===== src/rtl/dih_pkg.sv =====
package dih_pkg;
  localparam int OPC_W = 6;
  localparam int LANES = 2;

  typedef enum logic [1:0] {
    CL_ALU = 2'd0,
    CL_MUL = 2'd1,
    CL_BR  = 2'd2,
    CL_LS  = 2'd3
  } exec_class_e;

  typedef enum logic [2:0] {
    FW_RF    = 3'd0,
    FW_EX_EV = 3'd1,
    FW_EX_OD = 3'd2,
    FW_WB_EV = 3'd3,
    FW_WB_OD = 3'd4
  } fwd_sel_e;

  function automatic exec_class_e op_class(input logic [OPC_W-1:0] op);
    if (!op[5])                 return CL_ALU;
    else if (op[4])             return CL_LS;
    else if (op[3])             return CL_BR;
    else                        return CL_MUL;
  endfunction

  function automatic logic op_writes(input logic [OPC_W-1:0] op);
    exec_class_e c;
    c = op_class(op);
    return (c == CL_ALU) || (c == CL_MUL) || ((c == CL_LS) && !op[3]);
  endfunction
endpackage


===== src/rtl/dih_slot_decode.sv =====
module dih_slot_decode
  import dih_pkg::*;
#(
  parameter int REG_W = 5
) (
  input  logic [OPC_W-1:0] opcode,
  input  logic [REG_W-1:0] rd,
  output exec_class_e      cls,
  output logic             wr
);
  always_comb begin
    cls = op_class(opcode);
    wr  = op_writes(opcode) && (rd != '0);
  end
endmodule


===== src/rtl/dih_pair_check.sv =====
module dih_pair_check
  import dih_pkg::*;
#(
  parameter int REG_W = 5
) (
  input  exec_class_e      cls_ev,
  input  exec_class_e      cls_od,
  input  logic             wr_ev,
  input  logic             wr_od,
  input  logic [REG_W-1:0] rd_ev,
  input  logic [REG_W-1:0] rd_od,
  input  logic [REG_W-1:0] rs1_od,
  input  logic [REG_W-1:0] rs2_od,
  output logic             struct_c,
  output logic             waw_c,
  output logic             raw_c
);
  always_comb begin
    unique case (cls_ev)
      CL_MUL:  struct_c = (cls_od == CL_MUL) || (cls_od == CL_BR);
      CL_BR:   struct_c = (cls_od != CL_ALU);
      CL_LS:   struct_c = (cls_od == CL_LS);
      default: struct_c = 1'b0;
    endcase
    waw_c = wr_ev && wr_od && (rd_ev == rd_od);
    raw_c = wr_ev && ((rs1_od == rd_ev) || (rs2_od == rd_ev));
  end
endmodule


===== src/rtl/dih_inflight.sv =====
module dih_inflight
  import dih_pkg::*;
#(
  parameter int REG_W = 5
) (
  input  logic                        clk,
  input  logic                        rst_n,
  input  logic [LANES-1:0]            iss_wr,
  input  logic [LANES-1:0][REG_W-1:0] iss_rd,
  output logic [LANES-1:0]            ex_vld,
  output logic [LANES-1:0][REG_W-1:0] ex_rd,
  output logic [LANES-1:0]            wb_vld,
  output logic [LANES-1:0][REG_W-1:0] wb_rd
);
  always_ff @(posedge clk or negedge rst_n) begin
    if (!rst_n) begin
      ex_vld <= '0;
      ex_rd  <= '0;
      wb_vld <= '0;
      wb_rd  <= '0;
    end else begin
      wb_vld <= ex_vld;
      wb_rd  <= ex_rd;
      ex_vld <= iss_wr;
      ex_rd  <= iss_rd;
    end
  end
endmodule


===== src/rtl/dih_fwd_pick.sv =====
module dih_fwd_pick
  import dih_pkg::*;
#(
  parameter int REG_W = 5
) (
  input  logic [REG_W-1:0]            src,
  input  logic [LANES-1:0]            ex_vld,
  input  logic [LANES-1:0][REG_W-1:0] ex_rd,
  input  logic [LANES-1:0]            wb_vld,
  input  logic [LANES-1:0][REG_W-1:0] wb_rd,
  output fwd_sel_e                    sel
);
  always_comb begin
    sel = FW_RF;
    if (src != '0) begin
      if (ex_vld[1] && ex_rd[1] == src)      sel = FW_EX_OD;
      else if (ex_vld[0] && ex_rd[0] == src) sel = FW_EX_EV;
      else if (wb_vld[1] && wb_rd[1] == src) sel = FW_WB_OD;
      else if (wb_vld[0] && wb_rd[0] == src) sel = FW_WB_EV;
    end
  end
endmodule


===== src/rtl/dual_issue_hazard_unit.sv =====
module dual_issue_hazard_unit
  import dih_pkg::*;
#(
  parameter int REG_W = 5
) (
  input  logic             clk,
  input  logic             rst_n,
  input  logic             hold,
  input  logic             ev_valid,
  input  logic [5:0]       ev_opcode,
  input  logic [REG_W-1:0] ev_rd,
  input  logic [REG_W-1:0] ev_rs1,
  input  logic [REG_W-1:0] ev_rs2,
  input  logic             od_valid,
  input  logic [5:0]       od_opcode,
  input  logic [REG_W-1:0] od_rd,
  input  logic [REG_W-1:0] od_rs1,
  input  logic [REG_W-1:0] od_rs2,
  output logic             ev_issue,
  output logic             od_issue,
  output logic             split,
  output logic [1:0]       ev_class,
  output logic [1:0]       od_class,
  output logic [2:0]       ev_fwd1,
  output logic [2:0]       ev_fwd2,
  output logic [2:0]       od_fwd1,
  output logic [2:0]       od_fwd2
);
  localparam int NSRC = 2 * LANES;

  logic [LANES-1:0][OPC_W-1:0] opc;
  logic [LANES-1:0][REG_W-1:0] rd;
  exec_class_e                 cls [LANES];
  logic [LANES-1:0]            wr;

  assign opc[0] = ev_opcode;
  assign opc[1] = od_opcode;
  assign rd[0]  = ev_rd;
  assign rd[1]  = od_rd;

  for (genvar l = 0; l < LANES; l++) begin : g_dec
    dih_slot_decode #(.REG_W(REG_W)) u_dec (
      .opcode(opc[l]),
      .rd    (rd[l]),
      .cls   (cls[l]),
      .wr    (wr[l])
    );
  end

  logic struct_c, waw_c, raw_c, blocked;

  dih_pair_check #(.REG_W(REG_W)) u_pair (
    .cls_ev  (cls[0]),
    .cls_od  (cls[1]),
    .wr_ev   (wr[0]),
    .wr_od   (wr[1]),
    .rd_ev   (ev_rd),
    .rd_od   (od_rd),
    .rs1_od  (od_rs1),
    .rs2_od  (od_rs2),
    .struct_c(struct_c),
    .waw_c   (waw_c),
    .raw_c   (raw_c)
  );

  assign blocked  = struct_c || waw_c || raw_c;
  assign ev_issue = ev_valid && !hold;
  assign od_issue = ev_issue && od_valid && !blocked;
  assign split    = ev_issue && od_valid && blocked;
  assign ev_class = cls[0];
  assign od_class = cls[1];

  logic [LANES-1:0]            iss_wr;
  logic [LANES-1:0]            ex_vld, wb_vld;
  logic [LANES-1:0][REG_W-1:0] ex_rd, wb_rd;

  assign iss_wr[0] = ev_issue && wr[0];
  assign iss_wr[1] = od_issue && wr[1];

  dih_inflight #(.REG_W(REG_W)) u_track (
    .clk   (clk),
    .rst_n (rst_n),
    .iss_wr(iss_wr),
    .iss_rd(rd),
    .ex_vld(ex_vld),
    .ex_rd (ex_rd),
    .wb_vld(wb_vld),
    .wb_rd (wb_rd)
  );

  logic [NSRC-1:0][REG_W-1:0] srcs;
  fwd_sel_e                   sel [NSRC];

  assign srcs[0] = ev_rs1;
  assign srcs[1] = ev_rs2;
  assign srcs[2] = od_rs1;
  assign srcs[3] = od_rs2;

  for (genvar s = 0; s < NSRC; s++) begin : g_fwd
    dih_fwd_pick #(.REG_W(REG_W)) u_pick (
      .src   (srcs[s]),
      .ex_vld(ex_vld),
      .ex_rd (ex_rd),
      .wb_vld(wb_vld),
      .wb_rd (wb_rd),
      .sel   (sel[s])
    );
  end

  assign ev_fwd1 = sel[0];
  assign ev_fwd2 = sel[1];
  assign od_fwd1 = sel[2];
  assign od_fwd2 = sel[3];
endmodule


===== config.mk =====
export PLATFORM = sky130hd
export DESIGN_NAME = dual_issue_hazard_unit
export DESIGN_NICKNAME = d
export VERILOG_FILES = /design/src/rtl/dih_pkg.sv /design/src/rtl/dih_slot_decode.sv /design/src/rtl/dih_pair_check.sv /design/src/rtl/dih_inflight.sv /design/src/rtl/dih_fwd_pick.sv /design/src/rtl/dual_issue_hazard_unit.sv
export SDC_FILE = /design/constraint.sdc
export NUM_CORES = 1
export LEC_CHECK = 0
export ABC_AREA = 1
export BUFFER_PORTS_ARGS = -buffer_cell sky130_fd_sc_hd__buf_2
export CAP_MARGIN = 20
export CORE_MARGIN = 2
export CORE_UTILIZATION = 49
export DETAILED_ROUTE_END_ITERATION = 10
export HOLD_SLACK_MARGIN = 0.02
export PLACE_DENSITY = 0.8
export SLEW_MARGIN = 20
export SYNTH_ARGS = -nofsm -noshare
export SYNTH_HDL_FRONTEND = slang
export SYNTH_HIERARCHICAL = 1
export SYNTH_SLANG_ARGS = --single-unit

===== constraint.sdc =====
create_clock -name clk -period 1.6 [get_ports clk]
set_input_delay 0.08 -clock clk [delete_from_list [all_inputs] [get_ports clk]]
set_output_delay 0.08 -clock clk [all_outputs]
set_load 0.1 [all_outputs]

==> metrics.csv <==
stage,metric,value,unit
status,status,"finished, violations left",
status,violations,setup timing,
timing,max_slew.worst_pin.slew,534,ps
logic_synthesis,synth_top_cell_by_area,nand2_1,
logic_synthesis,async_flop_share,100,%
timing,hold_violations,0,
setup_path,crit_chain,buf_6 > o21ai_2 > nor2_1 > nand4_1 > nand2_2 > a21oi_4 > buf_12,
clock_network,htree_num_levels,1,
place,place_ws,-132,ps
setup_path,worstSetupEndpointType,output port,
clock_network,clock_path_buffers,2,
global_routing,grt_first_pass_wirelength,13900,um
clock_network,clk_pin_slew,80,ps
routing,drt_iter0_markers,185,
layout,fin_util,74.0,%
power_and_ir_drop,total_power,0.00207,W
timing,relSlewSlack,64.4,%
logic_synthesis,synthesis.area,0.00271,sq mm
timing,clock_skew,4.09,ps
floorplan,dieArea,0.00613,sq mm
logic_synthesis,synthCells,506,
layout,drive_gt1_share,35.7,%
power_and_ir_drop,powerDensity,518,mW/mm^2
layout,stdcell_count,668,
layout,antennaDiodeCount,0,
floorplan,die_x,78.3,um
min_path,hp-start,ev_valid,
layout,area_growth,47.8,%
place,place_hpwl,6350,um
setup_path,arrival,1740,ps
floorplan,initial_core_util,50.0,%
setup_path,worstPathRequired,1520,ps
floorplan,core,0.00541,sq mm
logic_synthesis,synth_common_cells,"nand2_1, inv_1, nor2_1, dfrtp_1, inv_2",
layout,fin_nets,646,
place,port-buffer-count,59,
logic_synthesis,synth.most_common_cell,nand2_1,
logic_synthesis,synth_top_area_share,28.9,%
timing,period_minus_slack,1820,ps
clock_network,root_buffer,clkbuf_8,
global_routing,overflow,0,
logic_synthesis,synth.avg_cell_area,5.35,sq um
setup_path,crit_slowest_cell,dfrtp_2,
timing,setup_ws,-220,ps
logic_synthesis,synth_seq_cells,24,
place,routabilityCongestion,0.894,
logic_synthesis,synth.area.mux_share,0,%
timing,tns,-1860,ps
layout,fillCellCount,420,
layout,multi_input_area,0.00204,sq mm
setup_path,worstSetupPathType,reg2out,
power_and_ir_drop,ir_drop,0.479,mV
logic_synthesis,synth_fp_nets,555,
routing,totalWireLength,9380,um
clock_network,clkLatencyLatePin,260,ps
logic_synthesis,synthSimpleGateAreaFrac,51.4,%
timing,setup-violations-final,13,
logic_synthesis,synth_top_family_by_area,simple AND/OR/NAND/NOR gates,
clock_network,cts_tree,done,
logic_synthesis,ys_warn_count,6,
place,dp_cells,640,
routing,wl_per_cell,14.0,um
clock_network,numCtsBuffers,3,
logic_synthesis,ys_seq_area_share,22.2,%
layout,seqCellArea,624,sq um
logic_synthesis,synth_compound_area_share,6.71,%
logic_synthesis,yosys.area_share.adder,0.925,%
global_routing,antenna_found_initial,0,
timing,rsz0062_at_grt,true,
job,max-cap-violations,0,
timing,period_share,114,%
logic_synthesis,ys_top_cells_by_area,"nand2_1, dfrtp_1, inv_1",
logic_synthesis,synth_edf_count,0,
routing,routed_via_density,5.22,
routing,dr_total_vias,3484,
setup_path,path_delay_family,flip-flops,
setup_path,max_stage_delay,440,ps
global_routing,grt_usage,28.7,%
floorplan,rows,27,
global_routing,first_global_vias,3176,
setup_path,cp-startpoint,u_track/ex_rd[6]$_DFF_PN0_,
logic_synthesis,synthXorXnorAreaFrac,3.89,%
logic_synthesis,ys_types,23,
logic_synthesis,ys.flop_type,dfrtp_1,
floorplan,die_h,78.3,um
setup_path,r2r_start,u_track/ex_rd[3]$_DFF_PN0_,
setup_path,cp_max_fo,3,
routing,route.antenna.remaining_nets,0,
routing,dr.pass1.iters,5,
min_path,holdCritPathClass,in2reg,
timing,drv_slew,0,
global_routing,grt_max_degree,25,
setup_path,cp_num_buf_inv,2,
floorplan,pin_count,66,
power_and_ir_drop,p_leak,2.17,nW
setup_path,start_kind,flip-flop,
clock_network,clock-sinks,24,
routing,drc,0,
timing,max_freq,0.549,GHz
per-layer routing:
layer  GRT usage, %  vias to the layer above  share of wire [%]  wire (um)
li1               -                     1695                  -          -
met1           33.0                     1574                 40       3750
met2           52.8                      169                 49       4600
met3           2.07                       46                6.2        584
met4           15.4                        0                4.7        443
met5              0                        -                  0          0
stage by stage:
step	hold slack, ps	area, sq um
global route	121	4000
detailed placement	81.0	3480
global placement	75.4	3480
CTS	119	3790
finish	131	4000
floorplan	-216	2870
kinds of logic (layout without fill, tap and decap cells):
kind of cell             Yosys count  after routing
AND/OR/NAND/NOR                  329            329
buffers and inverters            107            197
AO/OA/AOI/OAI                     32             32
flip-flops                        24             24
XOR/XNOR                          12             12
adder cells (fa/ha/maj)            2              2
worst reg2reg max path: stages, from the launching register on:
cell and delay, ps:
dfrtp_2 420, buf_4 160, buf_4 130
final timing paths:
path | cells past startpoint | to | slack, ps
min in group asynchronous | 2 | u_track/wb_rd[2]$_DFF_PN0_ | 330
max reg2reg | 2 | u_track/wb_rd[3]$_DFF_PN0_ | 780
min reg2reg | 0 | u_track/wb_rd[9]$_DFF_PN0_ | 530
max | 7 | od_fwd2[0] | -220
min | 2 | u_track/ex_vld[0]$_DFF_PN0_ | 130
max in group asynchronous | 2 | u_track/wb_rd[6]$_DFF_PN0_ | 880
placed cells by master, fill, tap and decap left out, types with 2 or more instances in the layout:
cell type / instances
a21oi_2: 2
a21oi_4: 11
buf_12: 14
buf_2: 44
buf_4: 10
buf_6: 7
clkbuf_8: 3
dfrtp_1: 5
dfrtp_2: 19
dlygate4sd3_1: 11
inv_1: 70
inv_2: 36
nand2_1: 188
nand2_2: 21
nand3_1: 8
nand3_2: 8
nand4_1: 13
nand4_4: 4
nor2_1: 65
nor2_2: 11
nor2_4: 7
o21ai_0: 2
o21ai_1: 7
o21ai_2: 6
xnor2_1: 10
flip-flops by register name (all words and copies together) (netlist names):
register and cells:
u_track/wb_vld 2, u_track/ex_rd 10, u_track/wb_rd 10, u_track/ex_vld 2
power breakdown:
group	internal, W	leakage, nW	switching [W]	total, W
registers	0.000641	0.268	0.0000768	0.000717
clock network	0.000334	0.0357	0.000187	0.000521
logic	0.000299	1.86	0.000533	0.000832
layout make-up:
type / count / area share (%)
Inverter: 107 / 10.1
Clock buffer: 3 / 1.03
Multi-Input combinational cell: 375 / 51.1
Timing Repair Buffer: 86 / 19.1
Tap cell: 72 / 2.25
Sequential cell: 24 / 15.6
Clock inverter: 1 / 0.751
timing repair:
action	CTS	global route
hold endpoints to repair	34	0
pin swaps	14	29
endpoints found under the setup margin	14	14
gates resized for setup	48	58
hold buffers	11	0
setup buffers	3	10
gates cloned	0	0
Note: power is estimated with default switching activity, not from simulation.
